--- src/rtl/useq_pkg.sv ---
package useq_pkg;

  typedef enum logic [1:0] {
    BR_JMP  = 2'b00,
    BR_CALL = 2'b01,
    BR_RET  = 2'b10,
    BR_MAP  = 2'b11
  } brKind_t;

  typedef enum logic [1:0] {
    SEL_INC  = 2'b00,
    SEL_JUMP = 2'b01,
    SEL_RET  = 2'b10,
    SEL_MAP  = 2'b11
  } nxtSel_t;

  typedef struct packed {
    nxtSel_t sel;
    logic    loadRet;
  } seqStrobe_t;

endpackage

--- src/rtl/useq_ctrl.sv ---
module useq_ctrl
  import useq_pkg::*;
(
  input  logic       clk,
  input  logic       rst,
  input  logic [1:0] condSel,
  input  logic [1:0] brKind,
  input  logic       indirBit,
  input  logic       accSign,
  input  logic       accZero,
  output seqStrobe_t stb
);

  logic testBit;

  always_comb begin
    unique case (condSel)
      2'd0:    testBit = 1'b1;
      2'd1:    testBit = indirBit;
      2'd2:    testBit = accSign;
      default: testBit = accZero;
    endcase
  end

  always_comb begin
    stb.loadRet = 1'b0;
    unique case (brKind_t'(brKind))
      BR_JMP:  stb.sel = testBit ? SEL_JUMP : SEL_INC;
      BR_CALL: begin
        stb.sel     = testBit ? SEL_JUMP : SEL_INC;
        stb.loadRet = testBit;
      end
      BR_RET:  stb.sel = SEL_RET;
      default: stb.sel = SEL_MAP;
    endcase
  end


  ret_select_chk: assert property (@(posedge clk) disable iff (rst)
    (brKind == 2'b10) |-> (stb.sel == SEL_RET && !stb.loadRet));


  call_strobe_chk: assert property (@(posedge clk) disable iff (rst)
    stb.loadRet |-> (brKind == 2'b01 && stb.sel == SEL_JUMP));


  uncond_taken_chk: assert property (@(posedge clk) disable iff (rst)
    (condSel == 2'd0 && brKind == 2'b00) |-> (stb.sel == SEL_JUMP));

endmodule

--- src/rtl/useq_dpath.sv ---
module useq_dpath
  import useq_pkg::*;
#(
  parameter int ADDR_W     = 7,
  parameter int OP_W       = 4,
  parameter int SLOT_LOG2  = 2,
  parameter int START_ADDR = 64
) (
  input  logic              clk,
  input  logic              rst,
  input  logic              en,
  input  seqStrobe_t        stb,
  input  logic [ADDR_W-1:0] brAddr,
  input  logic [OP_W-1:0]   opBits,
  output logic [ADDR_W-1:0] carQ
);

  localparam logic [ADDR_W-1:0] StartVal = ADDR_W'(START_ADDR);
  localparam logic [ADDR_W-1:0] OneVal   = ADDR_W'(1);

  logic [ADDR_W-1:0] sbrQ;
  logic [ADDR_W-1:0] incAddr;
  logic [ADDR_W-1:0] mapAddr;
  logic [ADDR_W-1:0] nextAddr;

  assign incAddr = carQ + OneVal;
  assign mapAddr = ADDR_W'(opBits) << SLOT_LOG2;

  always_comb begin
    unique case (stb.sel)
      SEL_INC:  nextAddr = incAddr;
      SEL_JUMP: nextAddr = brAddr;
      SEL_RET:  nextAddr = sbrQ;
      default:  nextAddr = mapAddr;
    endcase
  end

  always_ff @(posedge clk) begin
    if (rst) begin
      carQ <= StartVal;
      sbrQ <= '0;
    end else if (en) begin
      carQ <= nextAddr;
      if (stb.loadRet) sbrQ <= incAddr;
    end
  end


  idle_hold_chk: assert property (@(posedge clk) disable iff (rst)
    !en |=> ($stable(carQ) && $stable(sbrQ)));


  ret_reg_guard_chk: assert property (@(posedge clk) disable iff (rst)
    !(en && stb.loadRet) |=> $stable(sbrQ));


  call_save_chk: assert property (@(posedge clk) disable iff (rst)
    (en && stb.loadRet) |=> (sbrQ == ADDR_W'($past(carQ) + OneVal)));


  map_shape_chk: assert property (@(posedge clk) disable iff (rst)
    (en && stb.sel == SEL_MAP) |=> (carQ[ADDR_W-1] == 1'b0 && carQ[SLOT_LOG2-1:0] == '0));

endmodule

--- src/rtl/useq_top.sv ---
module useq_top
  import useq_pkg::*;
#(
  parameter int ADDR_W     = 7,
  parameter int OP_W       = 4,
  parameter int START_ADDR = 64
) (
  input  logic              clk,
  input  logic              rst,
  input  logic              en,
  input  logic [1:0]        condSel,
  input  logic [1:0]        brKind,
  input  logic [ADDR_W-1:0] brAddr,
  input  logic [OP_W-1:0]   opBits,
  input  logic              indirBit,
  input  logic              accSign,
  input  logic              accZero,
  output logic [ADDR_W-1:0] ctrlAddr
);

  seqStrobe_t stb;

  useq_ctrl u_ctrl (
    .clk(clk), .rst(rst), .condSel(condSel), .brKind(brKind),
    .indirBit(indirBit), .accSign(accSign), .accZero(accZero), .stb(stb)
  );

  useq_dpath #(
    .ADDR_W(ADDR_W), .OP_W(OP_W), .SLOT_LOG2(2), .START_ADDR(START_ADDR)
  ) u_dpath (
    .clk(clk), .rst(rst), .en(en), .stb(stb),
    .brAddr(brAddr), .opBits(opBits), .carQ(ctrlAddr)
  );

endmodule

--- config.mk ---
export PLATFORM = sky130hd
export DESIGN_NAME = useq_top
export DESIGN_NICKNAME = d
export VERILOG_FILES = /design/src/rtl/useq_pkg.sv /design/src/rtl/useq_ctrl.sv /design/src/rtl/useq_dpath.sv /design/src/rtl/useq_top.sv
export SDC_FILE = /design/constraint.sdc
export NUM_CORES = 1
export LEC_CHECK = 0
export ABC_AREA = 1
export BUFFER_PORTS_ARGS = -buffer_cell sky130_fd_sc_hd__buf_2
export CAP_MARGIN = 10
export CORE_ASPECT_RATIO = 1.2
export CORE_UTILIZATION = 44
export CTS_CLUSTER_DIAMETER = 100
export DETAILED_ROUTE_END_ITERATION = 6
export PLACE_DENSITY_LB_ADDON = 0.2
export SLEW_MARGIN = 10
export SYNTH_ARGS = -nofsm -noshare
export SYNTH_HDL_FRONTEND = slang
export SYNTH_SLANG_ARGS = --single-unit
--- constraint.sdc ---
create_clock -name clk -period 3.2 [get_ports clk]
set_input_delay 0.48 -clock clk [delete_from_list [all_inputs] [get_ports clk]]
set_output_delay 0.48 -clock clk [all_outputs]
set_load 0.005 [all_outputs]
==> run metrics <==
Resize count post-CTS 0; Clock Skews 4.31 ps; Fmax 695 MHz; via count of the first global-routing pass 847; Finished Layout Cells 181; unrepaired setup endpoints after global routing no; Final setup viols 0; cell repeated most along the worst path nand2_1; CTS tree built; status finished, violations left; CP max-delay cell dfxtp_1; Synth Warn # 0; H-tree depth 1; clock root cell clkbuf_4; I/O pin count 28; initial antenna violation count 0; Max Transition Viols Final 0; Worst Hold Margin 474 ps; max layer used met4; Max FO, Critical Path 4; commonest cells after routing, fill and taps aside nand2_1, buf_2, nand4_1, a21oi_1, dfxtp_1; Final Hold Viols 0; Min-Delay Path Class reg2reg; Fin Setup TNS 0 ps; metal2 WL 1.01 mm; Reg area 280 um^2; Post-synth ARST share 0%; Design Area, Final 0.00108 mm^2; critical path class reg2reg; Layout area overhead 17.9%; number of DRC markers in iteration 0 23; Multi-input gate area 572 um^2; CP Launch Type register; Site Rows 17; antenna cells 0; area of the mapped netlist 915 um^2; postcts setup bufs 0; core region area 0.00189 mm^2; Routed WL per cell 12.2 um; Max IR drop VDD 212 uV; Final ANT Viol Nets 0; GRT Total Usage 21.3%; final wirelength 2.20 mm; DIE WIDTH 43.6 um; Leak 0.486 nW; period utilization 45.0%; EDFF count, synth 0; FILL cells 185; Netlist cell types 22; metal3 WL 127 um; Mapped Nets 158; cts bufs inserted 3; failing checks design-rule violations; clk sink count 14; top_reg_cell synth dfxtp_1; Starting Density 48.3%; crit path DAT 1670 ps; DRT met1 WL 1.02 mm; CP Data Required Time 3430 ps; dpl cells 178; sequential cell area fraction in the yosys report 30.6%; post-DR vias/cell 5.44; vias 984; CP endpoint kind register; largest net degree at the start of global routing 15; Synth Instances 136; Final min period 1440 ps; FF+latch count, synth 14; CTS clk-pin slew, worst paths 80 ps; Worst Hold Path Cells 2; Buffers on Ports 27; CP Cell Sequence ha_1, nand3_1, nor3_2, xor2_1, nand2_1, nand2_1, nand2_1, nand2_1; post-layout net count 186; Clock Path Buffers 2; placed inst area 0.00106 mm^2; Max Cap Violations 0; Skew-Pair Late Insertion Delay 280 ps; Register-to-Register Path Depth 8; most common cell after layout, fill and taps aside nand2_1; pre-CTS WS 1650 ps; slack of the critical path 1760 ps; first-pass GRT wire length 3.53 mm; hold-fix buffer count after cts 0; Pre-Repair DR Iteration Count 6; PD cells 345 mW/mm^2; Worst-Margin Slew 262 ps; GPL Wtd Cong 0.871; die area 0.00227 mm^2; Die Span Y 51.9 um; total congestion overflow 0; DRC violations left 4; Worst path max stage delay 390 ps; mean area per synthesized cell 6.73 um^2; max_slew headroom 82.5%; fraction of layout cells with a size suffix above 1 25.3%; Post-DP HPWL 1.75 mm
-- sequential cells by signal (all words and copies together), names as in the netlist --
signal,flops
u_dpath.carQ,7
u_dpath.sbrQ,7
-- worst max-delay path: cells and delay by family (launching register included) --
kind	cells	cell delay, ps
simple gates	6	520
flops	1	390
xor+xnor	1	230
fa+ha+maj	1	240
-- synth_stat cells (5+ instances only) --
library cell,number,area share [%]
inv_1,9,3.7
dfxtp_1,14,31
nand3_1,12,6.6
nor2_1,9,3.7
o21ai_0,5,2.7
a21oi_1,14,7.7
nand4_1,14,9.6
nand2_1,39,16
-- worst paths after layout --
path / start / slack [ps] / endpoint
max: u_dpath.carQ[1] / 1760 / u_dpath.carQ[6]
min: u_dpath.sbrQ[0] / 470 / u_dpath.sbrQ[0]
max reg2reg: u_dpath.carQ[1] / 1760 / u_dpath.carQ[6]
min reg2reg: u_dpath.sbrQ[0] / 470 / u_dpath.sbrQ[0]
-- cell type report --
class | instances | share of cell area [%]
clock buffer | 3 | 2.09
inverter | 12 | 4.18
multi-input combinational | 106 | 53.0
sequential | 14 | 26.0
tap | 19 | 2.20
timing repair buffer | 27 | 12.5
-- cell families (layout without fill, tap and decap cells) --
kind of cell	Yosys count	count (layout)	share of synthesized area, %
flops	14	14	30.6
xor+xnor	2	2	1.92
simple gates	83	83	48.0
fa+ha+maj	1	1	1.37
buf+inv	16	42	6.84
compound gates	20	20	11.2
-- per-stage QoR --
stage | util [%] | power, mW
after floorplan | - | 0.244
final | 57.0 | 0.372
after CTS | 57.0 | 0.375
after detailed placement | 55.8 | 0.276
after global placement | 55.8 | 0.275
after global routing | 57.0 | 0.389
-- metal layers --
layer  vias up  global-route usage [%]
met4         0                    10.9
met2        32                    34.8
met5         -                       0
met3         5                    2.08
li1        518                       -
met1       429                    27.2
-- report_power, final --
| group | switching (mW) | internal [mW] | total, mW |
|---|---|---|---|
| sequential | 0.00764 | 0.181 | 0.189 |
| combinational | 0.0509 | 0.0326 | 0.0835 |
| clock | 0.0560 | 0.0438 | 0.0998 |
(Power assumes the default switching activity.)
